==> src/rtl/nco_pkg.sv <==
package nco_pkg;
  // Strobes from the frame control to the phase datapath
  typedef struct packed {
    logic clearPhase;   // force phase and tick register to zero
    logic stepPhase;    // add the increment this cycle
  } ncoStrobe_t;
endpackage

==> src/rtl/nco_phase_path.sv <==
module nco_phase_path
  import nco_pkg::*;
#(
  parameter int INCR_W = 16,
  parameter int ACC_W  = 20
) (
  input  logic              clk,
  input  logic              rst_n,
  input  ncoStrobe_t        strb,
  input  logic [INCR_W-1:0] incr,
  output logic              carryNext,
  output logic              tickQ,
  output logic [ACC_W-1:0]  phaseQ
);
  localparam int PAD_W = ACC_W - INCR_W + 1;

  logic [ACC_W:0] phaseSum;

  always_comb begin
    phaseSum  = {1'b0, phaseQ} + {{PAD_W{1'b0}}, incr};
    carryNext = phaseSum[ACC_W];
  end

  always_ff @(posedge clk or negedge rst_n) begin
    if (!rst_n) begin
      phaseQ <= '0;
      tickQ  <= 1'b0;
    end else if (strb.clearPhase) begin
      phaseQ <= '0;
      tickQ  <= 1'b0;
    end else if (strb.stepPhase) begin
      phaseQ <= phaseSum[ACC_W-1:0];
      tickQ  <= carryNext;
    end else begin
      tickQ  <= 1'b0;
    end
  end

  // increment below 2^20/16 can never tick twice in a row
  no_back_to_back_chk: assert property (@(posedge clk) disable iff (!rst_n)
    tickQ |=> !tickQ);

  // a zero increment never produces a tick
  zero_incr_chk: assert property (@(posedge clk) disable iff (!rst_n)
    (incr == '0) |=> !tickQ);

  // clearing returns the phase to zero
  clear_phase_chk: assert property (@(posedge clk) disable iff (!rst_n)
    strb.clearPhase |=> (phaseQ == '0));
endmodule

==> src/rtl/nco_frame_ctrl.sv <==
module nco_frame_ctrl
  import nco_pkg::*;
#(
  parameter int BITS_PER_CHAR = 10
) (
  input  logic       clk,
  input  logic       rst_n,
  input  logic       txEnable,
  input  logic       carryNext,
  output ncoStrobe_t strb,
  output logic       charStrobeQ
);
  localparam int CNT_W = $clog2(BITS_PER_CHAR);
  localparam logic [CNT_W-1:0] LAST_BIT = CNT_W'(BITS_PER_CHAR - 1);

  logic [CNT_W-1:0] bitCountQ;
  logic             tickComing;

  always_comb begin
    strb.clearPhase = !txEnable;
    strb.stepPhase  = txEnable;
    tickComing      = strb.stepPhase && carryNext;
  end

  always_ff @(posedge clk or negedge rst_n) begin
    if (!rst_n) begin
      bitCountQ   <= '0;
      charStrobeQ <= 1'b0;
    end else if (strb.clearPhase) begin
      bitCountQ   <= '0;
      charStrobeQ <= 1'b0;
    end else if (tickComing) begin
      if (bitCountQ == LAST_BIT) begin
        bitCountQ   <= '0;
        charStrobeQ <= 1'b1;
      end else begin
        bitCountQ   <= bitCountQ + 1'b1;
        charStrobeQ <= 1'b0;
      end
    end else begin
      charStrobeQ <= 1'b0;
    end
  end

  // frame count stays inside the frame length
  count_bound_chk: assert property (@(posedge clk) disable iff (!rst_n)
    bitCountQ <= LAST_BIT);

  // disable returns the frame count to zero
  count_clear_chk: assert property (@(posedge clk) disable iff (!rst_n)
    !txEnable |=> (bitCountQ == '0));
endmodule

==> src/rtl/nco_baud_gen.sv <==
module nco_baud_gen
  import nco_pkg::*;
#(
  parameter int INCR_W        = 16,
  parameter int ACC_W         = 20,
  parameter int BITS_PER_CHAR = 10
) (
  input  logic              clk,
  input  logic              rst_n,
  input  logic [INCR_W-1:0] ncoIncr,
  input  logic              txEnable,
  output logic              bitTick,
  output logic              charStrobe
);
  ncoStrobe_t       strb;
  logic             carryNext;
  logic [ACC_W-1:0] phaseQ;

  nco_frame_ctrl #(.BITS_PER_CHAR(BITS_PER_CHAR)) u_ctrl (
    .clk(clk), .rst_n(rst_n), .txEnable(txEnable),
    .carryNext(carryNext), .strb(strb), .charStrobeQ(charStrobe)
  );

  nco_phase_path #(.INCR_W(INCR_W), .ACC_W(ACC_W)) u_path (
    .clk(clk), .rst_n(rst_n), .strb(strb), .incr(ncoIncr),
    .carryNext(carryNext), .tickQ(bitTick), .phaseQ(phaseQ)
  );

  // strobe only together with a tick
  strobe_with_tick_chk: assert property (@(posedge clk) disable iff (!rst_n)
    charStrobe |-> bitTick);

  // disabled chain emits nothing on the next cycle
  gated_tick_chk: assert property (@(posedge clk) disable iff (!rst_n)
    !txEnable |=> (!bitTick && !charStrobe));
endmodule

==> config.mk <==
export PLATFORM = sky130hd
export DESIGN_NAME = nco_baud_gen
export DESIGN_NICKNAME = d
export VERILOG_FILES = /design/src/rtl/nco_pkg.sv /design/src/rtl/nco_phase_path.sv /design/src/rtl/nco_frame_ctrl.sv /design/src/rtl/nco_baud_gen.sv
export SDC_FILE = /design/constraint.sdc
export NUM_CORES = 1
export LEC_CHECK = 0
export CORE_MARGIN = 2
export CORE_UTILIZATION = 55
export DETAILED_ROUTE_END_ITERATION = 10
export GPL_ROUTABILITY_DRIVEN = 0
export HOLD_SLACK_MARGIN = 0.02
export PLACE_DENSITY = 0.79
export SYNTH_ARGS = -nofsm -noshare
export SYNTH_HDL_FRONTEND = slang
export SYNTH_SLANG_ARGS = --single-unit
==> constraint.sdc <==
create_clock -name clk -period 5.7 [get_ports clk]
set_clock_uncertainty 0.1 [all_clocks]
set_input_delay 1.14 -clock clk [delete_from_list [all_inputs] [get_ports clk]]
set_output_delay 1.14 -clock clk [all_outputs]
set_load 0.005 [all_outputs]
Word level (Yosys, flattened, before mapping)
Index checks and enable logic that the tools add are counted.
{"block": "word_totals", "register_bits": 26, "latch_bits": 0, "mem_bits_rw": 0, "rom_bits": 0, "inputBits": 19, "output_inout_bits": 2, "memories": 0}
{"block": "classes", "add_sub_neg": 2, "multipliers": 0, "n_div": 0, "order_cmp": 0, "eq_ne": 2, "shift": 0, "muxes": 8, "bitwise_logic": 0, "reduce_logical": 1}
{"op": "$add 20x16->21", "count": 1}
{"op": "$mux 20", "count": 1}
{"op": "$mux 4", "count": 3}
{"op": "$add 4x1->4 const B", "count": 1}
{"op": "$eq 4x4->1 const B", "count": 1}
{"op": "$mux 1", "count": 4}
{"op": "$ne 2x1->1 const B", "count": 1}
{"op": "$logic_and 1x1->1", "count": 1}

Depth between registers and ports, before layout
Gate-level depths: netlist (run 1).
{"block": "logic_depth", "depth_word": 4, "ltp_mapped": 8, "depth_no_buf": 8}

Modules after synthesis
A second synthesis (run 1) with hierarchy kept.
{"block": "unflattened", "cells_unflattened": 242, "area_unflattened_um2": 2118.3}
{"module": "nco_phase_path", "instances": 1, "cells_per_inst": 213, "area_per_inst_um2": 1835.5}
{"module": "nco_frame_ctrl", "instances": 1, "cells_per_inst": 29, "area_per_inst_um2": 282.8}

Worst setup path before layout (run 1)
No wires, ideal clock.
{"block": "synth_timing", "path_type": "input-to-reg", "from": "in ncoIncr[0]", "to": "reg u_path.phaseQ[16]", "setup_ns": 0.119, "t_arrival_ns": 2.813, "slack_ns": 2.668, "path_stages": 8, "path_buffers": 0, "cell_sequence": "ha_1 fa_1 a211oi_2 o21bai_2 a221oi_2 a21oi_1 xor2_1 and2_1"}
{"block": "synth_via", "elab_chain_len": 2}
{"element": "from (decl)", "line": "nco_baud_gen.sv:10", "rtl": "input logic [INCR_W-1:0] ncoIncr,"}
{"element": "$add 20x16->21", "line": "nco_phase_path.sv:20", "rtl": "phaseSum = {1'b0, phaseQ} + {{PAD_W{1'b0}}, incr};"}
{"element": "$mux 20", "line": "nco_phase_path.sv:28", "rtl": "end else if (strb.clearPhase) begin"}
{"element": "to (signal assigned)", "line": "nco_phase_path.sv:32", "rtl": "phaseQ <= phaseSum[ACC_W-1:0];"}
{"element": "to (decl)", "line": "nco_phase_path.sv:13", "rtl": "output logic [ACC_W-1:0] phaseQ"}
Every way passes these cells.
A chain may end at the register's enable or synchronous reset.

Final worst setup path (run 1)
Ends and elaborated chain as after synthesis.

==> results_dict.tcl, run 1 <==
set metrics [dict create \
    hold_path.class "reg2reg" \
    clock_sinks 26 \
    final-instance-count-excl-fill 249 \
    slowest_delay_ns 0.45 \
    power-per-cell-area_nw_per_um2 407 \
    fin_nets 244 \
    post-cts-setup-buffer-count 0 \
    period_minus_slack_ns 3.27 \
    leakagePower_nw 0.960 \
    synth_area_leaders "dfrtp_1 37%, ha_1 13%, and2_1 5.3%" \
    port_buffers 20 \
    ant_nets 0 \
    cp-start-kind "input port" \
    overflow 0 \
    die_area_sq_um 3700 \
    synth_enable_flop_cells 0 \
    synth_ff_type "dfrtp_1" \
    clk_latency_ns 0.33 \
    syn-cell-area_sq_um 1780 \
    timing.rr.end "u_path.phaseQ[16]$_DFF_PN0_" \
    min_from "u_path.phaseQ[18]$_DFF_PN0_" \
    setup_viol 0 \
    start_util_pct 58.2 \
    viasPerCell 5.59 \
    cp_max_fo 3 \
    hold_end "u_path.phaseQ[18]$_DFF_PN0_" \
    finalInstanceArea_sq_um 2080 \
    path_clk_slew_ns 0.15 \
    wl_per_cell_um 14.1 \
    yosys.area.top_type "dfrtp_1" \
    dp_cells 245 \
    grt_pass1_vias 1446 \
    rsz0062_at_grt "false" \
    maxCapViolCount 0 \
    synth_seq_area_share_pct 36.6 \
    rr_startpoint "u_path.phaseQ[0]$_DFF_PN0_" \
    cts_buffers 3 \
    reg2reg_setup_slack_ns 3.27 \
    slew_headroom_pct 41.0 \
    fp.dieH_um 60.8 \
    cts_max_path_buffers 2 \
    end_kind "register" \
    dpl.hpwl_um 2660 \
    cp_slowest_cell "fa_1" \
    syn-num-nets 222 \
    syn_to_final_growth_pct 16.8 \
    antenna_found_initial 0 \
    multi_input_area_sq_um 1090 \
    yosys_warnings 0 \
    synthArstFlopShare_pct 100 \
    core_sq_um 3050 \
    critPathArrivalTime_ns 3.41 \
    ys_top_cells_by_count "26 x dfrtp_1, 18 x ha_1, 15 x and2_1" \
    synth_seq_cells 26 \
    fp.dieW_um 60.8 \
    routed_wl_um 3510 \
    max_freq_mhz 306 \
    place_area_sq_um 2020 \
    syn_inst 184 \
    place_ws_ns 2.07 \
    rr_worst_depth 8 \
    drtIter0Drc 64 \
    status "finished, final reports clean" \
    cts_resized 0 \
    hold_buffers 0 \
    ys_types 38 \
    ios 21 \
    drt_first_pass_iters 4 \
    period_share_pct 57.4 \
    nFillCells 256 \
    max-vdd-ir-drop_mv 0.221 \
    route.detailed.drc 0 \
    cts_tree "built" \
    grt_max_degree 31 \
    worstPathCellList "clkdlybuf4s50_1 -> ha_1 -> fa_1 -> a211oi_2 -> o21bai_2 -> a221oi_2 -> a21oi_1 -> xor2_1 -> and2_1" \
    crit_type "in2reg" \
    drv_slew 0 \
    critical_path_required_ns 5.84 \
    vias 1391 \
    hold_path_depth 2 \
    fin_tns_setup_ns 0 \
    synth.top_cell.area_share_pct 36.6 \
    cts_max_level 1 \
    tightest_slew_ns 0.882 \
    ff_latch_area_sq_um 651 \
    grt_pass1_wl_um 6050 \
    worst_slack_ns 2.43 \
    yosysMostFrequentCell "dfrtp_1" \
    num_rows 20 \
    antenna_cells 0 \
    syn_area_per_cell_sq_um 9.66 \
    drive_above_1_share_pct 7.32 \
    root_buffer "clkbuf_4" \
    track_usage_pct 21.7 \
    hold_viol 0 \
]
[worst max-delay path: cells and delay by family]
family                     cells  cell delay, ns
adders and majority gates      2            0.69
and+or+nand+nor                1            0.16
buffers and inverters          1            0.41
xor gates and xnor gates       1            0.15
AOI/OAI and AO/OA              4            0.86
[layer usage]
| layer | track usage (%) | vias up | part of all wire (%) |
|---|---|---|---|
| met2 | 38.9 | 20 | 49 |
| met3 | 1.92 | 10 | 2.3 |
| met1 | 26.5 | 663 | 46 |
| met4 | 9.01 | 0 | 2.4 |
| met5 | 0 | - | 0 |
| li1 | - | 698 | - |
[worst max path at each step]
stage / from / end / slack, ns / cells past startpoint
2_1_floorplan: ncoIncr[0] / u_path.phaseQ[16]$_DFF_PN0_ / 2.67 / 8
3_3_place_gp: ncoIncr[0] / u_path.phaseQ[16]$_DFF_PN0_ / 2.16 / 9
3_5_place_dp: ncoIncr[0] / u_path.phaseQ[16]$_DFF_PN0_ / 2.07 / 9
4_1_cts: ncoIncr[0] / u_path.phaseQ[16]$_DFF_PN0_ / 2.42 / 9
5_1_grt: ncoIncr[0] / u_ctrl.bitCountQ[3]$_DFFE_PN0P_ / 2.28 / 9
6_report: ncoIncr[0] / u_path.phaseQ[16]$_DFF_PN0_ / 2.43 / 9
[where the power goes]
part           switching, mW  internal [mW]
clock                 0.0597         0.0711
sequential            0.0218          0.233
combinational          0.258          0.201
[layout make-up]
type | instances | area share (%)
Multi-Input combinational cell | 148 | 52.4
Sequential cell | 26 | 31.3
Timing Repair Buffer | 21 | 10.0
Tap cell | 44 | 2.65
Clock inverter | 1 | 1.45
Clock buffer | 3 | 1.08
Inverter | 6 | 1.08
[stage by stage]
step | hold slack [ns] | power [mW] | utilization [%]
floorplan | 0.422 | 0.618 | -
global placement | 0.443 | 0.692 | 66.3
detailed placement | 0.464 | 0.713 | 66.3
CTS | 0.489 | 0.846 | 68.0
global route | 0.513 | 0.912 | 68.0
finish | 0.484 | 0.844 | 68.0
[registers in the layout, indices dropped and copies added (netlist names)]
register and cells:
u_path.phaseQ 20, u_path.tickQ 1, u_ctrl.charStrobeQ 1, u_ctrl.bitCountQ 4
[cells in the final DEF, fill, tap and decap left out, types with 2 or more instances in the layout]
cell type and count:
o21bai_1 3, a211oi_1 4, o21ai_0 9, xnor2_1 7, nor2_1 13, dfrtp_1 26, a21o_1 3, a21oi_2 2
inv_1 6, ha_1 18, nand3_1 3, clkbuf_4 3, nor3_1 3, clkdlybuf4s50_1 20, o21ai_1 2, a22oi_1 2
and2_1 15, a21oi_1 12, o21a_1 2, xor2_1 6, nand4_1 5, nand2_1 14, o211ai_1 2, mux2i_1 6
nand2b_1 3, nor2b_1 2
[cell families (layout without fill, tap and decap cells)]
kind of cell | Yosys count | after routing | synth area share (%)
DFF | 26 | 26 | 36.6
buffers and inverters | 10 | 31 | 2.18
and+or+nand+nor | 61 | 61 | 17.5
adders and majority gates | 19 | 19 | 13.8
AOI/OAI and AO/OA | 49 | 49 | 20.1
xor gates and xnor gates | 13 | 13 | 6.41
muxes | 6 | 6 | 3.38
(Power assumes the default switching activity.)
==> run 2, diff against run 1 <==
==> constraint.sdc (replaced) <==
create_clock -name clk -period 3.33 [get_ports clk]
set_clock_uncertainty 0.1 [all_clocks]
set_input_delay 0.666 -clock clk [delete_from_list [all_inputs] [get_ports clk]]
set_output_delay 0.666 -clock clk [all_outputs]
set_load 0.005 [all_outputs]
==> run 2 against run 1 <==
  * Critical path depth is the same
  * Sequential cell count unchanged
  * Setup slack got worse by 1.9 ns
  * Utilization grew 0.25 points
  * Clock power up 71%
  * Sequential share of layout area shrank 0.11 points
  * Largest power group unchanged
==> results_dict.tcl, run 2 (same netlist as run 1, synthesis figures left out) <==
set metrics [dict create \
    dp_cells 246 \
    route.detailed.drc 0 \
    syn_to_final_growth_pct 17.3 \
    timing.rr.end "u_path.phaseQ[16]$_DFF_PN0_" \
    cts_resized 0 \
    setup_viol 0 \
    port_buffers 20 \
    status "finished, final reports clean" \
    drive_above_1_share_pct 7.77 \
    routed_wl_um 3420 \
    hold_viol 0 \
    drtIter0Drc 48 \
    rr_startpoint "u_path.phaseQ[0]$_DFF_PN0_" \
    num_rows 20 \
    critPathArrivalTime_ns 2.98 \
    cp_max_fo 3 \
    power-per-cell-area_nw_per_um2 691 \
    max-vdd-ir-drop_mv 0.355 \
    cts_max_level 1 \
    fin_nets 245 \
    final_common_cell "dfrtp_1" \
    fp.dieW_um 60.8 \
    ant_nets 0 \
    antenna_cells 0 \
    hold_path_depth 2 \
    whs_ns 0.476 \
    max_freq_mhz 351 \
    track_usage_pct 20.8 \
    place_ws_ns 0.156 \
    largestRegisters "u_path.phaseQ (20), u_ctrl.bitCountQ (4)" \
    die_area_sq_um 3700 \
    worstPathCellList "clkdlybuf4s50_1 -> ha_1 -> fa_1 -> a211oi_2 -> o21bai_2 -> a221oi_2 -> a21oi_1 -> xor2_1 -> and2_1" \
    slew_headroom_pct 65.4 \
    wl_per_cell_um 13.7 \
    period_minus_slack_ns 2.85 \
    core_sq_um 3050 \
    clk_latency_ns 0.34 \
    period_share_pct 85.5 \
    dpl.hpwl_um 2620 \
    worst_slack_ns 0.482 \
    root_buffer "clkbuf_4" \
    rr_worst_depth 8 \
    crit_buf_inv 1 \
    cts_buffers 3 \
    clock_sinks 26 \
    maxCapViolCount 0 \
    rsz0062_at_grt "false" \
    viasPerCell 5.52 \
    start_util_pct 58.2 \
    vias 1381 \
    cp_slowest_cell "fa_1" \
    drv_slew 0 \
    reg2reg_setup_slack_ns 0.87 \
    crit_family "compound AO/OA/AOI/OAI gates" \
    overflow 0 \
    post-cts-setup-buffer-count 0 \
    cp-start-kind "input port" \
    drt_first_pass_iters 4 \
    cts_max_path_buffers 2 \
    slowest_delay_ns 0.45 \
    largest_reg_flops 20 \
    hold_buffers 0 \
    final-instance-count-excl-fill 250 \
    final_cell_mix "26 x dfrtp_1, 20 x clkdlybuf4s50_1, 18 x ha_1, 15 x and2_1, 14 x nand2_1" \
    grt_max_degree 27 \
    tightest_slew_ns 0.517 \
    hold_path.class "reg2reg" \
    top_register "u_path.phaseQ" \
    fin_tns_setup_ns 0 \
    grt_pass1_vias 1357 \
    hold_end "u_path.phaseQ[18]$_DFF_PN0_" \
    ios 21 \
    grt_pass1_wl_um 5800 \
    path_clk_slew_ns 0.14 \
    fp.dieH_um 60.8 \
    min_from "u_path.phaseQ[18]$_DFF_PN0_" \
    final_core_util_pct 68.2 \
    cts_tree "built" \
    leakagePower_nw 0.965 \
    critical_path_required_ns 3.46 \
    crit_type "in2reg" \
    antenna_found_initial 0 \
    end_kind "register" \
]
## run 2: power by group
group / internal (mW) / total (mW) / switching, mW
Sequential: 0.399 / 0.436 / 0.0375
Combinational: 0.344 / 0.780 / 0.436
Clock: 0.122 / 0.224 / 0.102
Total: 0.865 / 1.44 / 0.576
## run 2: cell type report
| class | instances | area (sq um) |
|---|---|---|
| inverters | 6 | 22.5 |
| well taps | 44 | 55.1 |
| multi-input cells | 148 | 1090 |
| repair buffers | 22 | 215 |
| flip-flops and latches | 26 | 651 |
| clock buffers | 3 | 22.5 |
| fillers | 262 | 970 |
| clock inverters | 1 | 30.0 |
## run 2: worst register-to-register path, cell delays in order (launching register included)
cell	delay [ns]
dfrtp_1	0.39
ha_1	0.22
fa_1	0.45
a211oi_2	0.26
o21bai_2	0.14
a221oi_2	0.33
a21oi_1	0.16
xor2_1	0.16
and2_1	0.16
## run 2: per-stage QoR
stage	total power [mW]	instance area, sq um
final	1.44	2080
after global routing	1.56	2080
after CTS	1.44	2080
after detailed placement	1.21	2030
after global placement	1.19	2030
after floorplan	1.06	1780
## run 2: how the worst max path moves through the flow
stage	startpoint	end	cells past startpoint
after detailed placement	ncoIncr[0]	u_path.phaseQ[16]$_DFF_PN0_	9
after global routing	ncoIncr[0]	u_ctrl.bitCountQ[3]$_DFFE_PN0P_	9
after CTS	ncoIncr[0]	u_path.phaseQ[16]$_DFF_PN0_	9
after floorplan	ncoIncr[0]	u_path.phaseQ[16]$_DFF_PN0_	8
final	ncoIncr[0]	u_path.phaseQ[16]$_DFF_PN0_	9
after global placement	ncoIncr[0]	u_path.phaseQ[16]$_DFF_PN0_	9
## run 2: per-layer routing
metal / up-vias / GRT usage (%) / part of all wire (%)
met4: 0 / 5.59 / 0.93
met1: 649 / 26.5 / 46
met2: 28 / 36.9 / 49
met3: 4 / 2.77 / 3.3
met5: - / 0 / 0
li1: 700 / - / -
